$ cat config.mk
export PLATFORM = sky130hd
export DESIGN_NAME = ldst_alias_guard
export DESIGN_NICKNAME = d
export VERILOG_FILES = /design/src/rtl/ldst_alias_pkg.sv /design/src/rtl/ldst_store_slot.sv /design/src/rtl/ldst_range_overlap.sv /design/src/rtl/ldst_alias_match.sv /design/src/rtl/ldst_alias_guard.sv
export SDC_FILE = /design/constraint.sdc
export NUM_CORES = 1
export LEC_CHECK = 0
export BUFFER_PORTS_ARGS = -buffer_cell sky130_fd_sc_hd__clkbuf_2
export CAP_MARGIN = 0
export CORE_UTILIZATION = 30
export DETAILED_ROUTE_END_ITERATION = 7
export PLACE_DENSITY = 0.51
export SYNTH_ARGS = -nofsm -noshare
export SYNTH_HDL_FRONTEND = slang
export SYNTH_SLANG_ARGS = --single-unit
$ cat constraint.sdc
create_clock -name clk -period 9.61 [get_ports clk]
set_clock_uncertainty 0.2 [all_clocks]
set_input_delay 1.922 -clock clk [delete_from_list [all_inputs] [get_ports clk]]
set_output_delay 1.922 -clock clk [all_outputs]
set_load 0.01 [all_outputs]
$ cat src/rtl/ldst_alias_pkg.sv
package ldst_alias_pkg;

    parameter int OPND_W = 16;
    localparam int SUM_W = OPND_W + 2;
    localparam int LEN_W = 4;

    typedef enum logic [1:0] {
        SZ_BYTE = 2'd0,
        SZ_HALF = 2'd1,
        SZ_WORD = 2'd2,
        SZ_DBL  = 2'd3
    } acc_size_e;

    typedef struct packed {
        logic              is_const;
        logic [OPND_W-1:0] val;
    } opnd_t;

    typedef struct packed {
        opnd_t     a;
        opnd_t     b;
        acc_size_e size;
    } access_t;

    function automatic logic [LEN_W-1:0] size_bytes(acc_size_e s);
        return LEN_W'(1) << s;
    endfunction

    function automatic logic opnd_same(opnd_t x, opnd_t y);
        return (x.is_const == y.is_const) && (x.val == y.val);
    endfunction

endpackage

$ cat src/rtl/ldst_store_slot.sv
module ldst_store_slot
    import ldst_alias_pkg::*;
(
    input  logic    clk,
    input  logic    rst,
    input  logic    st_valid,
    input  logic    group_end,
    input  access_t st_acc,
    output logic    rec_valid,
    output access_t rec_acc
);

    always_ff @(posedge clk) begin
        if (rst) begin
            rec_valid <= 1'b0;
            rec_acc   <= '0;
        end else if (st_valid) begin
            rec_valid <= 1'b1;
            rec_acc   <= st_acc;
        end else if (group_end) begin
            rec_valid <= 1'b0;
        end
    end

endmodule

$ cat src/rtl/ldst_range_overlap.sv
module ldst_range_overlap
    import ldst_alias_pkg::*;
(
    input  logic [OPND_W-1:0] st_off,
    input  acc_size_e         st_sz,
    input  logic [OPND_W-1:0] ld_off,
    input  acc_size_e         ld_sz,
    output logic              overlap
);

    logic signed [SUM_W-1:0] st_lo, ld_lo, st_len, ld_len, st_hi, ld_hi;

    always_comb begin
        st_lo  = $signed({{(SUM_W-OPND_W){st_off[OPND_W-1]}}, st_off});
        ld_lo  = $signed({{(SUM_W-OPND_W){ld_off[OPND_W-1]}}, ld_off});
        st_len = $signed({{(SUM_W-LEN_W){1'b0}}, size_bytes(st_sz)});
        ld_len = $signed({{(SUM_W-LEN_W){1'b0}}, size_bytes(ld_sz)});
        st_hi  = st_lo + st_len;
        ld_hi  = ld_lo + ld_len;
        if (st_lo < ld_lo) overlap = (st_hi > ld_lo);
        else               overlap = (ld_hi > st_lo);
    end

endmodule

$ cat src/rtl/ldst_alias_match.sv
module ldst_alias_match
    import ldst_alias_pkg::*;
(
    input  access_t rec_acc,
    input  access_t ld_acc,
    output logic    alias_hit
);

    logic exact_hit, swap_hit, base_same, both_const, range_hit;

    ldst_range_overlap u_range (
        .st_off (rec_acc.a.val),
        .st_sz  (rec_acc.size),
        .ld_off (ld_acc.a.val),
        .ld_sz  (ld_acc.size),
        .overlap(range_hit)
    );

    always_comb begin
        exact_hit  = opnd_same(ld_acc.a, rec_acc.a) && opnd_same(ld_acc.b, rec_acc.b);
        swap_hit   = opnd_same(ld_acc.a, rec_acc.b) && opnd_same(ld_acc.b, rec_acc.a);
        base_same  = opnd_same(ld_acc.b, rec_acc.b);
        both_const = ld_acc.a.is_const && rec_acc.a.is_const;
        alias_hit  = exact_hit || swap_hit || (base_same && both_const && range_hit);
    end

endmodule

$ cat src/rtl/ldst_alias_guard.sv
module ldst_alias_guard
    import ldst_alias_pkg::*;
(
    input  logic              clk,
    input  logic              rst,
    input  logic              st_valid,
    input  logic              st_a_const,
    input  logic [OPND_W-1:0] st_a_val,
    input  logic              st_b_const,
    input  logic [OPND_W-1:0] st_b_val,
    input  logic [1:0]        st_size,
    input  logic              ld_valid,
    input  logic              ld_a_const,
    input  logic [OPND_W-1:0] ld_a_val,
    input  logic              ld_b_const,
    input  logic [OPND_W-1:0] ld_b_val,
    input  logic [1:0]        ld_size,
    input  logic              group_end,
    output logic              hazard
);

    access_t st_acc, ld_acc, rec_acc;
    logic    rec_valid, alias_hit;

    always_comb begin
        st_acc.a.is_const = st_a_const;
        st_acc.a.val      = st_a_val;
        st_acc.b.is_const = st_b_const;
        st_acc.b.val      = st_b_val;
        st_acc.size       = acc_size_e'(st_size);
        ld_acc.a.is_const = ld_a_const;
        ld_acc.a.val      = ld_a_val;
        ld_acc.b.is_const = ld_b_const;
        ld_acc.b.val      = ld_b_val;
        ld_acc.size       = acc_size_e'(ld_size);
    end

    ldst_store_slot u_slot (
        .clk      (clk),
        .rst      (rst),
        .st_valid (st_valid),
        .group_end(group_end),
        .st_acc   (st_acc),
        .rec_valid(rec_valid),
        .rec_acc  (rec_acc)
    );

    ldst_alias_match u_match (
        .rec_acc  (rec_acc),
        .ld_acc   (ld_acc),
        .alias_hit(alias_hit)
    );

    assign hazard = ld_valid && rec_valid && alias_hit;

endmodule

### After elaboration in Yosys (flattened, before gate mapping)

Index checks and enable logic that the tools add are counted.

* register bits after elaboration: 37
* input bits: 77
* output and inout bits: 1
* word-level logic and storage cells: 38

* add/sub/neg operators: 2
* order comparisons: 3
* eq/ne operators: 8
* shifts and indexed selects: 2
* mux-type cells: 3
* reductions and logical operators: 14

Operators with widths (number)
* equality test 16 bit: 4
* adder 16 x 5 -> 17 bit: 2
* > comparator 17 x 16 -> 1 bit: 2
* < comparator 16 bit: 1
* logical AND 1 bit: 11
* left shift 1 x 2 -> 4 bit, first input constant: 2
* equality test 1 bit: 4
* two-way mux 1 bit: 3
* logical OR 1 bit: 2
* nonzero test 2 bit: 1

### Longest topological paths before layout

Gate-level depths: netlist (run 1).

* word-level depth: 7
* gate-level depth with buffers: 19

### By module

A second synthesis (run 1) with hierarchy kept.

* cell total of the unflattened synthesis: 472
* area total of the unflattened synthesis: 4068.9 um2

Modules (own cells, without submodules)
* ldst_range_overlap: times used 1, cells each 258, area an instance 1953.1 um2, sequential area each 0.0 um2
* ldst_store_slot: times used 1, cells each 120, area an instance 1341.3 um2, sequential area each 740.7 um2
* ldst_alias_match: times used 1, cells each 93, area an instance 768.2 um2, sequential area each 0.0 um2
* ldst_alias_guard: times used 1, cells each 1, area an instance 6.3 um2, sequential area each 0.0 um2

### Worst setup path after synthesis (run 1)

No wires, ideal clock.

* path type: input -> output
* start point: input ld_size[0]
* end point: output hazard
* arrival time: 5027 ps
* path slack: 2461 ps
* stages on the path: 19
* cell sequence: nor2_1 > ha_1 > inv_1 > fa_1 > nor2b_1 > o21ai_0 > a21oi_1 > nand2b_1 > nor2_1 > nand4_1 > xnor2_1 > ha_1 > nand3_1 > nor4_1 > o31ai_1 > o2111ai_1 > o21ai_0 > mux2_1 > o22ai_1

* cells in the longest elaborated chain, start to end: 7

RTL lines
* start: declaration: line ldst_alias_guard.sv:17 `input logic [1:0] ld_size,`
* left shift 1 x 2 -> 4 bit: line ldst_alias_pkg.sv:26 `return LEN_W'(1) << s;`
* adder 16 x 5 -> 17 bit: line ldst_range_overlap.sv:19 `ld_hi = ld_lo + ld_len;`
* > comparator 17 x 16 -> 1 bit: line ldst_range_overlap.sv:21 `else overlap = (ld_hi > st_lo);`
* two-way mux 1 bit: line ldst_range_overlap.sv:20 `if (st_lo < ld_lo) overlap = (st_hi > ld_lo);`
* logical AND 1 bit: line ldst_alias_match.sv:24 `alias_hit = exact_hit || swap_hit || (base_same && both_const && range_hit);`
* logical OR 1 bit: line ldst_alias_match.sv:24
* logical AND 1 bit: line ldst_alias_guard.sv:54 `assign hazard = ld_valid && rec_valid && alias_hit;`
* end: declaration: line ldst_alias_guard.sv:19 `output logic hazard`

Every way passes these cells.

### Worst setup path in the final report (run 1)

Ends and elaborated chain as after synthesis.

==> metrics, run 1 <==
outcome=complete, no violations; IR drop worst, VDD=about 0.11 mV; effective utilization at floorplan=about 31%; Total GRT Usage=a little under a fifth; GRT Residual Overflow=0; number of max-slew violations in the final report=0; critical path endpoint category=output pin; Reg2Reg Capture Point=u_slot.rec_acc[26]; Final HPWL DP=around 9500 um; startpoint of the tightest hold check path=u_slot.rec_acc[12]; number of maximum-capacitance violations=0; number of violations reported at the end of detailed-routing iteration 0=107; TritonCTS clock tree=built; number of placement rows=40; number of flops mapped to enable cells by yosys=0; number of gates given a new drive strength after cts=0; part of the Yosys area used for sequential elements=around a fifth; CTS HTree Levels=2; minimum period implied by the final worst setup slack=7.795 ns; Buffers on Ports=77; CTS sink cnt=37; IO Count=78; Routability Congestion=approximately 0.87; Worst Tran Pin Value=about 0.77 ns; xor and xnor fraction of the mapped netlist area=17.98%; Yosys top cell area share=19.50%; upper clock frequency limit=128.3 MHz; Seq cells post-synth=37; number of antenna violations at the first check in global routing=0; wire length of the first global-routing pass=between 15000 and 20000 um; max_slew headroom=about half; adder and majority gate portion of the synthesized area=about a fifth; count of final setup violators=0; Chip Width=around 110 um; worst-case reg-to-reg path depth=2; yosys warns=0; dominant cells by area after synthesis=sky130_fd_sc_hd__dfxtp_1 19%, sky130_fd_sc_hd__ha_1 19%, sky130_fd_sc_hd__xnor2_1 12%; maximum buffer depth of the clock tree=2; power density normalized to cell area=roughly 110 mW/mm2; final period utilization=81.11%; final net count=roughly 670; hold buffer count at cts=0; Reg clk slew, reported paths=about 0.05 ns; top cell type by total area after synthesis=sky130_fd_sc_hd__dfxtp_1; number of vias per cell=approximately 4.9; Post-CTS Repair Setup Buffers=0; setup slack of the worst register-to-register path=between 8 and 9 ns; class of the tightest hold or removal check=register to register; Hold Crit Endpoint=u_slot.rec_acc[12]; Synth Area in Compound Gates=8.399%; final hold violation count=0; basic-gate share of the synthesized area counting and, or, nand and nor cells=between 15 and 20%; vias after detailed routing=3454; launch instance of the worst register-to-register path=u_slot.rec_acc[26]; async set-reset flop share out of synthesis=0%; prevailing post-synth register cell=sky130_fd_sc_hd__dfxtp_1; main combinational cell family by area after synthesis=adder cells; mux share of post-synthesis cell area=between 10% and 20%; via count of the first global-routing pass=about 3600; leakage power of the design=between 2 and 2.5 nW; TNS Setup=0 ns; critical path launch point type=primary input; unrepaired setup endpoints after global routing=no; arrival time worst endpoint=roughly 5.7 ns; synthesized area per cell=8.258 um2; chip height=around 110 um; Worst Hold Depth=2; Detail Route Antenna Nets=0; residual DRC count=0; largest net degree at the start of global routing=38; number of cells in the design after placement=between 600 and 700; number of antenna cells inserted=0; clk_lat worst skew=between 0.2 and 0.3 ns; Mapped Area=approximately 0.0038 mm2; share of layout cells above drive strength 1=about 16%; Core ar.=between 0.01 and 0.015 mm2; CP Data Required Time=approximately 7.5 ns; Initial DRT Pass Iterations=4; number of non-filler instances in the completed layout=703; cts bufs inserted=5; Unique masters post-synth=40; Post-Route WL=approximately 11000 um; Cells after Synth=460; clock root cell=sky130_fd_sc_hd__clkbuf_16; biggest fanout along the worst timing path=4; highest-count cells in the layout ignoring fill and taps=77 x sky130_fd_sc_hd__clkbuf_2, 59 x sky130_fd_sc_hd__ha_1, 58 x sky130_fd_sc_hd__nor2_1, 51 x sky130_fd_sc_hd__xnor2_1, 44 x sky130_fd_sc_hd__inv_1; Post-Syn Nets=around 600; area of the die=approximately 0.013 mm2; most common cell after layout, fill and taps aside=sky130_fd_sc_hd__clkbuf_2; critical setup path kind=primary input to output pin; routed wirelength normalized by instance count=between 15 and 20 um; area added between synthesis and finish=19.33%
## cell type report
class	instances	area (um2)
multi-input cells	368	2848
clock inverters	2	37.54
well taps	168	210.2
repair buffers	78	392.9
clock buffers	6	138.9
fillers	1283	7629
flip-flops and latches	37	740.7
inverters	44	165.2
## cell usage after synthesis (2+ instances only)
library cell,number
sky130_fd_sc_hd__ha_1,59
sky130_fd_sc_hd__nor2_1,58
sky130_fd_sc_hd__xnor2_1,51
sky130_fd_sc_hd__inv_1,44
sky130_fd_sc_hd__dfxtp_1,37
sky130_fd_sc_hd__mux2i_1,37
sky130_fd_sc_hd__xor2_1,27
sky130_fd_sc_hd__nand4_1,21
sky130_fd_sc_hd__a21oi_1,17
sky130_fd_sc_hd__nand2_1,12
sky130_fd_sc_hd__nor3_1,10
sky130_fd_sc_hd__nor4_1,9
sky130_fd_sc_hd__a21o_1,8
sky130_fd_sc_hd__clkbuf_1,8
sky130_fd_sc_hd__nand3_1,8
sky130_fd_sc_hd__nor2b_1,8
sky130_fd_sc_hd__o21ai_0,8
sky130_fd_sc_hd__and3_1,5
sky130_fd_sc_hd__nand2b_1,4
sky130_fd_sc_hd__buf_2,3
sky130_fd_sc_hd__a2111oi_0,2
sky130_fd_sc_hd__and2_1,2
sky130_fd_sc_hd__fa_1,2
sky130_fd_sc_hd__o21ai_1,2
sky130_fd_sc_hd__o221ai_1,2
sky130_fd_sc_hd__or3_1,2
## cells by family (layout without fill, tap and decap cells)
kind of cell	after synthesis	in the layout
multiplexers	38	38
buffers and inverters	55	130
flip-flops	37	37
AND/OR/NAND/NOR	141	141
adder cells (fa/ha/maj)	61	61
XOR/XNOR	78	78
AO/OA/AOI/OAI	50	50
## how the worst max path moves through the flow
stage          endpoint        from  cells after the start
2_1_floorplan    hazard  ld_size[0]                     19
3_3_place_gp     hazard  ld_size[0]                     21
3_5_place_dp     hazard  ld_size[0]                     21
4_1_cts          hazard  ld_size[0]                     21
5_1_grt          hazard  ld_size[0]                     21
6_report         hazard  ld_size[0]                     21
## report_power, final
part	switching, mW	internal, mW
logic	0.0779	0.0684
registers	0.0159	0.163
clock network	0.0630	0.129
## per-layer routing
layer,track usage (%),part of all wire (%)
met5,0,0
met3,2.594,5.1
met1,23.12,46
met4,7.792,3.4
met2,30.95,46
## per-stage QoR
stage	worst slack, ns	hold WS [ns]	power, mW	cell area (um2)	utilization (%)
floorplan	2.461	0.2779	0.2734	3799	-
global placement	1.911	0.3410	0.3265	4357	35.82
detailed placement	1.863	0.3480	0.3281	4357	35.82
CTS	1.821	0.3618	0.5229	4533	37.27
global route	1.428	0.3875	0.5491	4533	37.27
finish	1.815	0.3539	0.5173	4533	37.27
## registers in the layout, summed over array words and instances (netlist names)
name              flops
u_slot.rec_acc       36
u_slot.rec_valid      1
## critical path: stages
cell and delay, ns:
sky130_fd_sc_hd__clkbuf_2 0.10, sky130_fd_sc_hd__nor2_1 0.12, sky130_fd_sc_hd__ha_1 0.18, sky130_fd_sc_hd__inv_1 0.05, sky130_fd_sc_hd__fa_1 0.40, sky130_fd_sc_hd__nor2b_1 0.11
sky130_fd_sc_hd__o21ai_0 0.09, sky130_fd_sc_hd__a21oi_1 0.28, sky130_fd_sc_hd__nand2b_1 0.17, sky130_fd_sc_hd__nor2_1 0.17, sky130_fd_sc_hd__nand4_1 0.13, sky130_fd_sc_hd__xnor2_1 0.15
sky130_fd_sc_hd__ha_1 0.30, sky130_fd_sc_hd__nand3_1 0.12, sky130_fd_sc_hd__nor4_1 0.37, sky130_fd_sc_hd__o31ai_1 0.13, sky130_fd_sc_hd__o2111ai_1 0.10, sky130_fd_sc_hd__o21ai_0 0.10
sky130_fd_sc_hd__mux2_1 0.31, sky130_fd_sc_hd__o22ai_1 0.18, sky130_fd_sc_hd__clkbuf_2 0.17
Note: power is estimated with default switching activity, not from simulation.
==> run 2: changes to the inputs <==
--- a/config.mk
+++ b/config.mk
@@ -5,11 +5,12 @@
 export SDC_FILE = /design/constraint.sdc
 export NUM_CORES = 1
 export LEC_CHECK = 0
+export ABC_AREA = 1
 export BUFFER_PORTS_ARGS = -buffer_cell sky130_fd_sc_hd__clkbuf_2
 export CAP_MARGIN = 0
 export CORE_UTILIZATION = 30
 export DETAILED_ROUTE_END_ITERATION = 7
-export PLACE_DENSITY = 0.51
+export PLACE_DENSITY = 0.52
 export SYNTH_ARGS = -nofsm -noshare
 export SYNTH_HDL_FRONTEND = slang
 export SYNTH_SLANG_ARGS = --single-unit
==> constraint.sdc (replaced) <==
create_clock -name clk -period 7.1 [get_ports clk]
set_clock_uncertainty 0.2 [all_clocks]
set_input_delay 1.42 -clock clk [delete_from_list [all_inputs] [get_ports clk]]
set_output_delay 1.42 -clock clk [all_outputs]
set_load 0.01 [all_outputs]
==> run 2 against run 1 <==
Total power increased by 38%. First-iteration DRC count rose by 76%. Register-to-register slack lost 2.7 ns. Setup slack lost 0.95 ns. Critical path depth rose by 1. Hold slack worse by 0.094 ns. Final cell count grew 23%. Highest routed layer unchanged.
==> metrics, run 2 <==
max_slew headroom=30.20% (was 48.43%); critical path launch point type=primary input (unchanged); Seq cells post-synth=37 (unchanged); buffer and inverter count on the worst path=3 (unchanged); xor and xnor fraction of the mapped netlist area=12.02% (was 17.98%); Unique masters post-synth=38 (was 40); unrepaired setup endpoints after global routing=no (unchanged); final hold violation count=0 (unchanged); combinational fraction of design power=34.4% (was 28.3%); routed wirelength normalized by instance count=15.08 um (was 15.94 um); Final HPWL DP=10990 um (was 9532 um); met2 routed WL=5953 um (was 5150 um); async set-reset flop share out of synthesis=0% (unchanged); part of the Yosys area used for sequential elements=17.83% (was 19.50%); area of the die=0.01432 mm2 (was 0.01312 mm2); chip height=119.7 um (was 114.5 um); minimum period implied by the final worst setup slack=roughly 6.2 ns; top cell type by total area after synthesis=sky130_fd_sc_hd__dfxtp_1 (unchanged); end point of the critical path=hazard (unchanged); CTS HTree Levels=2 (unchanged); class of the tightest hold or removal check=register to register (unchanged); startpoint of the tightest hold check path=u_slot.rec_valid (was u_slot.rec_acc[12]); Pwr Total=0.7165 mW (was 0.5173 mW); outcome=complete, no violations (unchanged); number of cells in the design after placement=860 (was 695); synthesized area per cell=6.711 um2 (was 8.258 um2); number of flops mapped to enable cells by yosys=0 (unchanged); Top Family by Delay on Critical Path=simple AND/OR/NAND/NOR gates (unchanged); basic-gate share of the synthesized area counting and, or, nand and nor cells=28.34% (was 18.05%); GRT Residual Overflow=0 (unchanged); Crit. Startpoint=ld_size[0] (unchanged); launch instance of the worst register-to-register path=u_slot.rec_acc[30] (was u_slot.rec_acc[26]); largest net degree at the start of global routing=62 (was 38); Worst Tran Pin Value=1.045 ns (was 0.7736 ns); highest-count cells in the layout ignoring fill and taps=133 x sky130_fd_sc_hd__nand2_1, 93 x sky130_fd_sc_hd__inv_1, 77 x sky130_fd_sc_hd__clkbuf_2, 64 x sky130_fd_sc_hd__nor2_1, 59 x sky130_fd_sc_hd__ha_1 (was 77 x sky130_fd_sc_hd__clkbuf_2, 59 x sky130_fd_sc_hd__ha_1, 58 x sky130_fd_sc_hd__nor2_1, 51 x sky130_fd_sc_hd__xnor2_1, 44 x sky130_fd_sc_hd__inv_1); Total GRT Usage=19.00% (was 18.28%); cts bufs inserted=5 (unchanged); IR drop worst, VDD=0.1074 mV (was 0.1131 mV); Storage cell area=740.7 um2 (unchanged); count of final setup violators=0 (unchanged); biggest fanout along the worst timing path=4 (unchanged); number of violations reported at the end of detailed-routing iteration 0=188 (was 107); CTS sink cnt=37 (unchanged); highest metal used=met4 (unchanged); arrival time worst endpoint=4.62 ns (was 5.67 ns); number of maximum-capacitance violations=0 (unchanged); largest stage delay on the critical path=0.41 ns (was 0.40 ns); leakage power of the design=2.447 nW (was 2.195 nW); Initial DRT Pass Iterations=5 (was 4); Psw=0.2656 mW (was 0.1568 mW); Buffers on Ports=77 (unchanged); # fillers=1521 (was 1283); sequential share of power=33.5% (was 34.5%); leading cell type by number of instances after synthesis=sky130_fd_sc_hd__nand2_1 (was sky130_fd_sc_hd__ha_1); power share of the clock group=32.1% (was 37.2%); critical path endpoint category=output pin (unchanged); most common library cells after synthesis=133 x sky130_fd_sc_hd__nand2_1, 93 x sky130_fd_sc_hd__inv_1, 64 x sky130_fd_sc_hd__nor2_1 (was 59 x sky130_fd_sc_hd__ha_1, 58 x sky130_fd_sc_hd__nor2_1, 51 x sky130_fd_sc_hd__xnor2_1); number of max-slew violations in the final report=0 (unchanged); vias after detailed routing=4112 (was 3454); hold buffer count at cts=0 (unchanged); Reg clk slew, reported paths=0.06 ns (was 0.05 ns); effective utilization at floorplan=31.12% (was 31.23%); TNS Setup=0 ns (unchanged); critical setup path kind=primary input to output pin (unchanged); number of antenna violations at the first check in global routing=0 (unchanged); TritonCTS clock tree=built (unchanged); share of layout cells above drive strength 1=15.75% (was 16.26%); Yosys top cell area share=17.83% (was 19.50%); final net count=829 (was 672); final period utilization=a little under 90%; Detail Route Antenna Nets=0 (unchanged); via count of the first global-routing pass=4096 (was 3577); Mapped Area=0.004154 mm2 (was 0.003799 mm2); power density normalized to cell area=147.6 mW/mm2 (was 114.1 mW/mm2); Routability Congestion=0.8357 (was 0.8668); number of placement rows=42 (was 40); Post-CTS Repair Setup Buffers=0 (unchanged); adder and majority gate portion of the synthesized area=18.73% (was 20.49%); yosys warns=0 (unchanged); Reg2Reg Capture Point=u_slot.rec_acc[30] (was u_slot.rec_acc[26]); IO Count=78 (unchanged); internal power summed over all cells=0.4509 mW (was 0.3606 mW); residual DRC count=0 (unchanged); Post-Syn Nets=757 (was 598); maximum buffer depth of the clock tree=2 (unchanged); Hold Slack=0.2596 ns (was 0.3539 ns); Synth Area in Compound Gates=12.95% (was 8.399%); main combinational cell family by area after synthesis=simple AND/OR/NAND/NOR gates (was adder cells); switching part of the total power=37.07% (was 30.30%); largest register by flop count=u_slot.rec_acc (unchanged); clk_lat worst skew=0.29 ns (was 0.28 ns); most frequent CP cell=sky130_fd_sc_hd__a21oi_1; cell chain of the critical path=clkbuf_2, nor2_1, ha_1, inv_1, fa_1, o21ai_2, nand2_2, nor2_4, nand3_4, nor3_4, nand2_2, nor2_2, xor2_1, ha_1, a21oi_1, nand2_1, a21oi_1, nand4_1, nand3_1, nand3_1, a21oi_1, clkbuf_2 (was clkbuf_2, nor2_1, ha_1, inv_1, fa_1, nor2b_1, o21ai_0, a21oi_1, nand2b_1, nor2_1, nand4_1, xnor2_1, ha_1, nand3_1, nor4_1, o31ai_1, o2111ai_1, o21ai_0, mux2_1, o22ai_1, clkbuf_2); worst-case reg-to-reg path depth=2 (unchanged); dominant cells by area after synthesis=sky130_fd_sc_hd__dfxtp_1 18%, sky130_fd_sc_hd__ha_1 18%, sky130_fd_sc_hd__nand2_1 12% (was sky130_fd_sc_hd__dfxtp_1 19%, sky130_fd_sc_hd__ha_1 19%, sky130_fd_sc_hd__xnor2_1 12%); DR WL met3=430 um (was 570 um); registers with the highest flip-flop counts=u_slot.rec_acc: 36 flops, u_slot.rec_valid: 1 flops (unchanged); Core ar.=0.01335 mm2 (was 0.01216 mm2); CP Data Required Time=5.48 ns (was 7.49 ns); Post-Route WL=13090 um (was 11210 um); setup slack of the worst register-to-register path=5.86 ns (was 8.56 ns); Chip Width=119.7 um (was 114.5 um); number of antenna cells inserted=0 (unchanged); prevailing post-synth register cell=sky130_fd_sc_hd__dfxtp_1 (unchanged); max reg flops=36 (unchanged); upper clock frequency limit=roughly 160 MHz; mux share of post-synthesis cell area=0% (was 10.05%); area added between synthesis and finish=16.90% (was 19.33%); number of vias per cell=4.737 (was 4.913); number of non-filler instances in the completed layout=868 (was 703); highest-delay cell along the critical path=sky130_fd_sc_hd__fa_1 (unchanged); wire length of the first global-routing pass=20720 um (was 18290 um); Cells after Synth=619 (was 460); number of gates given a new drive strength after cts=0 (unchanged); clock root cell=sky130_fd_sc_hd__clkbuf_16 (unchanged); post-route met1 wirelength=6269 um (was 5103 um); WP depth=22 (was 21); area of combinational cells with multiple inputs=0.002993 mm2 (was 0.002848 mm2); most common cell after layout, fill and taps aside=sky130_fd_sc_hd__nand2_1 (was sky130_fd_sc_hd__clkbuf_2)
-- run 2: area by class of cell --
| cell class | instances | area share, % |
|---|---|---|
| clock buffers | 5 | 2.577 |
| clock inverters | 3 | 0.3607 |
| inverters | 96 | 7.704 |
| multi-input cells | 474 | 61.63 |
| flip-flops and latches | 37 | 15.25 |
| well taps | 176 | 4.535 |
| repair buffers | 77 | 7.936 |
-- run 2: worst min path at each step --
stage | cells after the start | end
final | 2 | u_slot.rec_valid
after global placement | 2 | u_slot.rec_valid
after CTS | 2 | u_slot.rec_valid
after global routing | 2 | u_slot.rec_valid
after floorplan | 2 | u_slot.rec_valid
after detailed placement | 2 | u_slot.rec_valid
-- run 2: power groups by stage --
stage	combinational (mW)	sequential, mW	clock, mW
4_1_cts	0.248	0.240	0.234
2_1_floorplan	0.168	0.237	0
3_5_place_dp	0.246	0.245	0
6_report	0.246	0.240	0.230
5_1_grt	0.281	0.242	0.243
3_3_place_gp	0.245	0.244	0
-- run 2: logic make-up (layout without fill, tap and decap cells) --
logic type      Yosys count  count (layout)
compound gates           90              90
xor+xnor                 57              57
fa+ha+maj                61              61
buf+inv                 108             181
flops                    37              37
simple gates            266             266
-- run 2: through the flow --
step                setup slack, ns  utilization (%)  area (um2)
finish                       0.8610            36.38        4856
global route                 0.5100            36.38        4856
CTS                          0.8441            36.38        4856
detailed placement           0.8663            35.31        4713
global placement             0.9179            35.31        4713
floorplan                     1.344                -        4154
-- run 2: metal layers --
metal  vias up  track usage [%]
li1       2161                -
met1      1847            24.75
met2        84            31.79
met3        20            2.424
met4         0            7.187
met5         -                0
-- run 2: worst register-to-register path, cell delays in order (launching register included) --
cell,delay (ns)
sky130_fd_sc_hd__dfxtp_1,0.47
sky130_fd_sc_hd__inv_1,0.20
sky130_fd_sc_hd__a211oi_1,0.27
